===== src/rtl/fc_pkg.sv =====
// Shared definitions for the in-band flow character inserter.
// Assumes the mode field is two bits wide; the encodings select the pair.
package fc_pkg;
    typedef enum logic [1:0] {
        FC_OFF    = 2'b00,
        FC_PAIR_B = 2'b01,
        FC_PAIR_A = 2'b10,
        FC_RSVD   = 2'b11
    } fc_mode_e;

    // True when the mode encoding requests injection with some pair.
    function automatic logic mode_is_active(input fc_mode_e m);
        return (m == FC_PAIR_A) || (m == FC_PAIR_B);
    endfunction
endpackage


===== src/rtl/fc_mode_dec.sv =====
// Decodes the enable conditions and picks the active stop/go character pair.
// Assumes the reserved mode behaves exactly like the off mode.
module fc_mode_dec
    import fc_pkg::*;
#(
    parameter int CHAR_W = 8
) (
    input  logic [1:0]        tx_mode,
    input  logic              enh_en,
    input  logic              nine_bit,
    input  logic [CHAR_W-1:0] xon_a,
    input  logic [CHAR_W-1:0] xoff_a,
    input  logic [CHAR_W-1:0] xon_b,
    input  logic [CHAR_W-1:0] xoff_b,
    output logic              active,
    output logic [CHAR_W-1:0] sel_xon,
    output logic [CHAR_W-1:0] sel_xoff
);
    fc_mode_e mode;

    // Gate the feature by enhanced mode and character size.
    always_comb begin
        mode   = fc_mode_e'(tx_mode);
        active = enh_en && !nine_bit && mode_is_active(mode);
    end

    // Choose the pair; the first pair is only used for its own encoding.
    always_comb begin
        if (mode == FC_PAIR_A) begin
            sel_xon  = xon_a;
            sel_xoff = xoff_a;
        end else begin
            sel_xon  = xon_b;
            sel_xoff = xoff_b;
        end
    end
endmodule


===== src/rtl/fc_hyst.sv =====
// Hysteresis tracker: decides whether the partner should currently be stopped.
// Assumes thr_lo <= thr_hi; levels strictly beyond a threshold act.
module fc_hyst #(
    parameter int LVL_W = 8
) (
    input  logic             clk,
    input  logic             rst_n,
    input  logic             active,
    input  logic [LVL_W-1:0] rx_level,
    input  logic [LVL_W-1:0] thr_hi,
    input  logic [LVL_W-1:0] thr_lo,
    output logic             want_stop
);
    logic above_hi;
    logic below_lo;

    // Strict comparisons against both thresholds.
    always_comb begin
        above_hi = rx_level > thr_hi;
        below_lo = rx_level < thr_lo;
    end

    // Desired partner state, held between the thresholds.
    always_ff @(posedge clk) begin
        if (!rst_n || !active) begin
            want_stop <= 1'b0;
        end else if (above_hi) begin
            want_stop <= 1'b1;
        end else if (below_lo) begin
            want_stop <= 1'b0;
        end
    end
endmodule


===== src/rtl/fc_track.sv =====
// Remembers what the partner was last told and raises a request on mismatch.
// A request withdrawn by the tracker before acceptance is simply dropped.
module fc_track (
    input  logic clk,
    input  logic rst_n,
    input  logic active,
    input  logic want_stop,
    input  logic accept,
    output logic pend,
    output logic pend_is_stop
);
    logic told_stop;

    // Partner state as last signalled on the line.
    always_ff @(posedge clk) begin
        if (!rst_n || !active) begin
            told_stop <= 1'b0;
        end else if (accept) begin
            told_stop <= ~told_stop;
        end
    end

    // A request exists whenever the wish differs from what was sent.
    always_comb begin
        pend         = want_stop ^ told_stop;
        pend_is_stop = want_stop & ~told_stop;
    end
endmodule


===== src/rtl/fc_tx_arb.sv =====
// Gives a pending flow character precedence over the transmit FIFO head.
// Assumes tx_ready means the shifter takes tx_data in this cycle.
module fc_tx_arb #(
    parameter int CHAR_W = 8
) (
    input  logic              flow_valid,
    input  logic [CHAR_W-1:0] flow_char,
    input  logic              fifo_valid,
    input  logic [CHAR_W-1:0] fifo_data,
    input  logic              tx_ready,
    output logic              tx_valid,
    output logic [CHAR_W-1:0] tx_data,
    output logic              fifo_ready,
    output logic              flow_accept
);
    // Select the source and route the handshake back to it.
    always_comb begin
        tx_valid    = flow_valid | fifo_valid;
        tx_data     = flow_valid ? flow_char : fifo_data;
        fifo_ready  = tx_ready & ~flow_valid;
        flow_accept = tx_ready & flow_valid;
    end
endmodule


===== src/rtl/fc_tx_inject.sv =====
// Top of the in-band flow character inserter: threshold hysteresis,
// one-shot request tracking, pair selection and transmit priority.
module fc_tx_inject #(
    parameter int LVL_W  = 8,
    parameter int CHAR_W = 8
) (
    input  logic              clk,
    input  logic              rst_n,
    input  logic [LVL_W-1:0]  rx_level,
    input  logic [LVL_W-1:0]  thr_hi,
    input  logic [LVL_W-1:0]  thr_lo,
    input  logic [1:0]        tx_mode,
    input  logic              enh_en,
    input  logic              nine_bit,
    input  logic [CHAR_W-1:0] xon_a,
    input  logic [CHAR_W-1:0] xoff_a,
    input  logic [CHAR_W-1:0] xon_b,
    input  logic [CHAR_W-1:0] xoff_b,
    input  logic              fifo_valid,
    input  logic [CHAR_W-1:0] fifo_data,
    output logic              fifo_ready,
    output logic              tx_valid,
    output logic [CHAR_W-1:0] tx_data,
    input  logic              tx_ready
);
    logic              active;
    logic [CHAR_W-1:0] sel_xon;
    logic [CHAR_W-1:0] sel_xoff;
    logic              want_stop;
    logic              flow_valid;
    logic              pend_is_stop;
    logic              flow_accept;
    logic [CHAR_W-1:0] flow_char;

    fc_mode_dec #(.CHAR_W(CHAR_W)) u_dec (
        .tx_mode (tx_mode),
        .enh_en  (enh_en),
        .nine_bit(nine_bit),
        .xon_a   (xon_a),
        .xoff_a  (xoff_a),
        .xon_b   (xon_b),
        .xoff_b  (xoff_b),
        .active  (active),
        .sel_xon (sel_xon),
        .sel_xoff(sel_xoff)
    );

    fc_hyst #(.LVL_W(LVL_W)) u_hyst (
        .clk      (clk),
        .rst_n    (rst_n),
        .active   (active),
        .rx_level (rx_level),
        .thr_hi   (thr_hi),
        .thr_lo   (thr_lo),
        .want_stop(want_stop)
    );

    fc_track u_track (
        .clk         (clk),
        .rst_n       (rst_n),
        .active      (active),
        .want_stop   (want_stop),
        .accept      (flow_accept),
        .pend        (flow_valid),
        .pend_is_stop(pend_is_stop)
    );

    // Pick the character that matches the pending direction.
    always_comb flow_char = pend_is_stop ? sel_xoff : sel_xon;

    fc_tx_arb #(.CHAR_W(CHAR_W)) u_arb (
        .flow_valid (flow_valid),
        .flow_char  (flow_char),
        .fifo_valid (fifo_valid),
        .fifo_data  (fifo_data),
        .tx_ready   (tx_ready),
        .tx_valid   (tx_valid),
        .tx_data    (tx_data),
        .fifo_ready (fifo_ready),
        .flow_accept(flow_accept)
    );
endmodule


===== config.mk =====
export PLATFORM = sky130hd
export DESIGN_NAME = fc_tx_inject
export DESIGN_NICKNAME = d
export VERILOG_FILES = /design/src/rtl/fc_pkg.sv /design/src/rtl/fc_mode_dec.sv /design/src/rtl/fc_hyst.sv /design/src/rtl/fc_track.sv /design/src/rtl/fc_tx_arb.sv /design/src/rtl/fc_tx_inject.sv
export SDC_FILE = /design/constraint.sdc
export NUM_CORES = 1
export LEC_CHECK = 0
export CAP_MARGIN = 30
export CORE_MARGIN = 1
export CORE_UTILIZATION = 63
export DETAILED_ROUTE_END_ITERATION = 7
export DONT_BUFFER_PORTS = 1
export PLACE_DENSITY = 0.84
export SETUP_SLACK_MARGIN = 0.05
export SLEW_MARGIN = 20
export SYNTH_ARGS = -nofsm -noshare
export SYNTH_HDL_FRONTEND = slang
export SYNTH_HIERARCHICAL = 1
export SYNTH_SLANG_ARGS = --single-unit

===== constraint.sdc =====
create_clock -name clk -period 1.9 [get_ports clk]
set_input_delay 0.19 -clock clk [delete_from_list [all_inputs] [get_ports clk]]
set_output_delay 0.19 -clock clk [all_outputs]
set_load 0.01 [all_outputs]

### Word level (Yosys, flattened, before mapping)

Index checks and enable logic that the tools add are counted.
W data, S select, Z words.

| word-level totals | value |
|---|---|
| flip-flop bits (word level) | 2 |
| input port bits | 72 |

| cells by class | value |
|---|---|
| magnitude comparators | 2 |
| equality and inequality tests | 2 |
| muxes and demuxes | 6 |
| bitwise gates (word level) | 7 |
| reductions and logical operators | 8 |

Operator list:

| kind | number |
|---|---|
| $mux W8 | 4 |
| $gt A8 B8 Y1 | 1 |
| $lt A8 B8 Y1 | 1 |
| $and A1 B1 Y1 | 3 |
| $logic_not A1 Y1 | 3 |
| $eq A2 B1 Y1 const B | 1 |
| $eq A2 B2 Y1 const B | 1 |
| $logic_and A1 B1 Y1 | 2 |
| $logic_or A1 B1 Y1 | 2 |
| $mux W1 | 2 |
| $not A1 Y1 | 2 |
| $reduce_bool A2 Y1 | 1 |
| $or A1 B1 Y1 | 1 |
| $xor A1 B1 Y1 | 1 |

### Logic depth before layout (Yosys ltp)

| depth | value |
|---|---|
| depth in word-level cells | 5 |
| depth in mapped cells | 7 |
| depth with buffers taken out | 7 |

### Modules after synthesis

Netlist, hierarchy kept.

By module, submodules not included:

| module | instances | cells an instance | area an instance (µm²) | seq. area each (µm²) |
|---|---|---|---|---|
| fc_hyst | 1 | 55 | 394.1 | 20.0 |
| fc_mode_dec | 1 | 21 | 272.8 | 0.0 |
| fc_tx_arb | 1 | 12 | 150.1 | 0.0 |
| fc_tx_inject | 1 | 9 | 131.4 | 0.0 |
| fc_track | 1 | 6 | 55.1 | 20.0 |

### Least setup slack after synthesis

No wires, ideal clock.

| path | value |
|---|---|
| kind | input -> output |
| start point | input port tx_mode[0] |
| end point | output port tx_data[5] |
| arrival time | 1492 ps |
| setup slack | 218 ps |
| stages | 7 |
| path through | inv_1 > ha_1 > buf_6 > buf_12 > mux2_4 > mux2_4 > mux2_2 |

| on the way | value |
|---|---|
| cells in the longest elaborated chain, start to end | 4 |

RTL lines:

| what | RTL line | text |
|---|---|---|
| start, declared | fc_tx_inject.sv:12 | `input logic [1:0] tx_mode,` |
| $eq A2 B2 Y1 | fc_mode_dec.sv:29 | `if (mode == FC_PAIR_A) begin` |
| $mux W8 | fc_mode_dec.sv:29 |  |
| net sel_xoff[5] | fc_tx_inject.sv:28 | `logic [CHAR_W-1:0] sel_xoff;` |
| $mux W8 | fc_tx_inject.sv:69 | `always_comb flow_char = pend_is_stop ? sel_xoff : sel_xon;` |
| net flow_char[5] | fc_tx_inject.sv:33 | `logic [CHAR_W-1:0] flow_char;` |
| $mux W8 | fc_tx_arb.sv:19 | `tx_data = flow_valid ? flow_char : fifo_data;` |
| end, declared | fc_tx_inject.sv:23 | `output logic [CHAR_W-1:0] tx_data,` |

The timed path passes the listed nets, and every way through them passes these cells.

### Worst setup path after layout

| path | value |
|---|---|
| start point | register u_track.told_stop |
| end point | output port tx_data[5] |

| on the way | value |
|---|---|
| cells in the longest elaborated chain, start to end | 4 |

RTL lines:

| what | RTL line | text |
|---|---|---|
| start, declared | fc_track.sv:12 | `logic told_stop;` |
| start signal, assigned | fc_track.sv:19 | `told_stop <= ~told_stop;` |
| $not A1 Y1 | fc_track.sv:26 | `pend_is_stop = want_stop & ~told_stop;` |
| $and A1 B1 Y1 | fc_track.sv:26 |  |
| net pend_is_stop | fc_tx_inject.sv:31 | `logic pend_is_stop;` |
| $mux W8 | fc_tx_inject.sv:69 |  |
| net flow_char[5] | fc_tx_inject.sv:33 |  |
| $mux W8 | fc_tx_arb.sv:19 |  |

The timed path passes the listed nets, and every way through them passes these cells.

==> flow_metrics.py <==
metrics = {
    "placed_design": {
        "dp_hpwl_um": 1612,
        "io_buffers": 0,
        "place_congestion": 0.6920,
        "pre_cts_ws_ps": 217.7,
    },
    "detailed_routing": {
        "via_per_inst": 6.075,
        "drt_iter0_drc": 5,
        "drtAntennaViolNets": 0,
        "wire_per_inst_um": 14.68,
        "drtPass1Iterations": 3,
        "drc": 0,
        "wl_um": 1761,
        "vias": 729,
    },
    "clocking": {
        "cts_tree": "built",
        "cts.sinks": 2,
        "clockBufferDepth": 2,
        "cts.repair_timing.setup_buffer_count": 0,
        "cts_root_buffer": "clkbuf_4",
        "clock_latency_ps": 220,
        "htreeDepth": 1,
        "holdBufCountCts": 0,
        "clk_pin_slew_worst_paths_ps": 30,
        "cts_inserted_buffers": 3,
    },
    "timing": {
        "rsz0062_at_grt": "no",
        "finalWorstSetupSlack_ps": 173.7,
        "fin_hold_ws_ps": 112.9,
        "period_needed_ps": 1726,
        "finalCritPeriodShare": 0.9086,
        "fin_tns_setup_ps": 0,
        "timing.fmax_mhz": 579.3,
        "slew_viol_final": 0,
        "slew_headroom": 0.7806,
        "hold_viol_final": 0,
        "skew_ps": 2.157,
        "tightestPinTransition_ps": 328.3,
        "setup_viol_count_final": 0,
    },
    "synth": {
        "yosysSeqAreaShare": 0.03990,
        "synth_top_area_frac": 0.3741,
        "yosys.area.top_type": "mux2_4",
        "synth_common_cells": "mux2_4, inv_1, ha_1",
        "ys.flop_type": "dfxtp_1",
        "synth_edf_count": 0,
        "ys_warn_count": 6,
        "ys_types": 24,
        "yosysMostFrequentCell": "mux2_4",
        "ys_ff_latch": 2,
        "synth_nets": 192,
        "synthTopCellsByArea": "mux2_4, ha_1, mux2_2, inv_1, dfxtp_1",
        "synth_area_sq_um": 1003,
        "synth_cells": 103,
        "async_reset_ff_frac": 0,
        "syn_area_per_cell_sq_um": 9.742,
    },
    "floorplanning": {
        "core_area_sq_um": 1489,
        "start_util": 0.6739,
        "ios": 82,
        "die_w_um": 41.91,
        "row_count": 14,
        "dieHeight_um": 41.91,
        "die_area_sq_um": 1756,
    },
    "worst_setup_path": {
        "rrSetupSlack_ps": 320,
        "crit_type": "register to primary output",
        "reg2regPathDepth": 6,
        "cpPeakStageDelay_ps": 330,
        "cp-startpoint": "u_track/told_stop$_SDFFE_PP0P_",
        "crit_fanout": 8,
        "r2r-start": "u_track/told_stop$_SDFFE_PP0P_",
        "crit_path_top_delay_cell": "ha_2",
        "cp-start-kind": "register",
        "worstPathArrival_ps": 1540,
        "crit_path_end_kind": "primary output",
        "endpoint": "tx_data[5]",
        "r2r_end": "u_track/told_stop$_SDFFE_PP0P_",
        "path_cells": "inv_1, ha_2, mux2_4, mux2_2",
        "cp.required_ps": 1710,
    },
    "global_route": {
        "grt_pass1_wl_um": 2918,
        "overflow": 0,
        "grt.total_usage": 0.2068,
        "grt_max_degree": 17,
        "grt_pass1_vias": 760,
        "antenna_found_initial": 0,
    },
    "outcome": {
        "status": "finished clean",
    },
    "power_and_ir_drop": {
        "p_leak_nw": 0.5195,
        "vdd_ir_drop_max_mv": 0.1927,
        "report.power.total_w": 0.0003165,
        "p_per_area_nw_per_um2": 309.2,
    },
    "run": {
        "drv_cap": 0,
    },
    "min_path": {
        "hold_path_class": "input port to register",
    },
    "finish": {
        "nets": 195,
        "drive_gt1_frac": 0.3942,
        "syn_to_final_growth_pct": 1.995,
        "antenna_cells": 0,
    },
}
-- timing repair --
action                     in CTS  in global routing
setup endpoints to repair       8                  3
cloned                          0                  1
resized for setup               1                  1
-- routing by layer --
metal | up-vias | global-route usage | routed length [um]
met5 | - | 0 | 0
met4 | 0 | 0.07097 | 0
met3 | 0 | 0.02174 | 128
met2 | 40 | 0.4344 | 1053
met1 | 323 | 0.1989 | 579
li1 | 366 | - | -
-- power by group --
| group | switching, W | total [W] | internal [W] |
|---|---|---|---|
| registers | 0.000000297 | 0.0000431 | 0.0000429 |
| clock network | 0.0000224 | 0.0000919 | 0.0000696 |
| logic | 0.0000717 | 0.000181 | 0.000110 |
| total | 0.0000944 | 0.000316 | 0.000222 |
-- critical path: cells and delay by family, from the launching register on --
| kind | cells | cell delay [ps] |
|---|---|---|
| adders and majority gates | 1 | 330 |
| muxes | 2 | 610 |
| buffers and inverters | 1 | 60 |
| DFF | 1 | 310 |
-- kinds of logic (layout without fill, tap and decap cells) --
| family | Yosys count | after routing | synth area share |
|---|---|---|---|
| xor+xnor | 1 | 1 | 0.008730 |
| flops | 2 | 2 | 0.03990 |
| buf+inv | 23 | 24 | 0.1247 |
| mux | 32 | 32 | 0.4526 |
| compound gates | 15 | 15 | 0.08852 |
| simple gates | 13 | 13 | 0.07358 |
| fa+ha+maj | 17 | 17 | 0.2120 |
-- registers in the layout, indices dropped and copies added, names as in the netlist --
signal	flops
u_track/told_stop	1
u_hyst/want_stop	1
-- worst min path at each step --
stage,to,slack [ps],startpoint,cells past startpoint
after floorplan,u_hyst/want_stop$_SDFFE_PP0P_,310,rst_n,2
after global placement,u_hyst/want_stop$_SDFFE_PP0P_,330,rst_n,2
after detailed placement,u_hyst/want_stop$_SDFFE_PP0P_,330,rst_n,2
after CTS,u_hyst/want_stop$_SDFFE_PP0P_,100,rst_n,2
after global routing,u_track/told_stop$_SDFFE_PP0P_,110,rst_n,1
final,u_hyst/want_stop$_SDFFE_PP0P_,110,rst_n,2
-- per-stage QoR --
stage	instances	instance area (sq um)	utilization
after global placement	116	989.7	0.6647
after global routing	120	1023	0.6874
after floorplan	103	1003	-
after CTS	119	1015	0.6815
final	120	1023	0.6874
after detailed placement	116	989.7	0.6647
-- cell usage in the layout, fill, tap and decap left out, types with 2 or more instances in the layout --
cell type	instances
a21oi_1	7
clkbuf_4	3
dfxtp_1	2
ha_1	16
inv_1	18
mux2_2	7
mux2_4	25
nand2_1	4
nand4_1	2
o211ai_1	2
o21ai_0	2
-- final cells by class --
| class | count | area (sq um) |
|---|---|---|
| Multi-Input combinational cell | 78 | 840.8 |
| Inverter | 19 | 75.07 |
| Timing Repair inverter | 1 | 5.005 |
| Timing Repair Buffer | 1 | 20.02 |
| Fill cell | 135 | 465.4 |
| Clock buffer | 3 | 22.52 |
| Sequential cell | 2 | 40.04 |
| Tap cell | 16 | 20.02 |
Note: power is estimated with default switching activity, not from simulation.
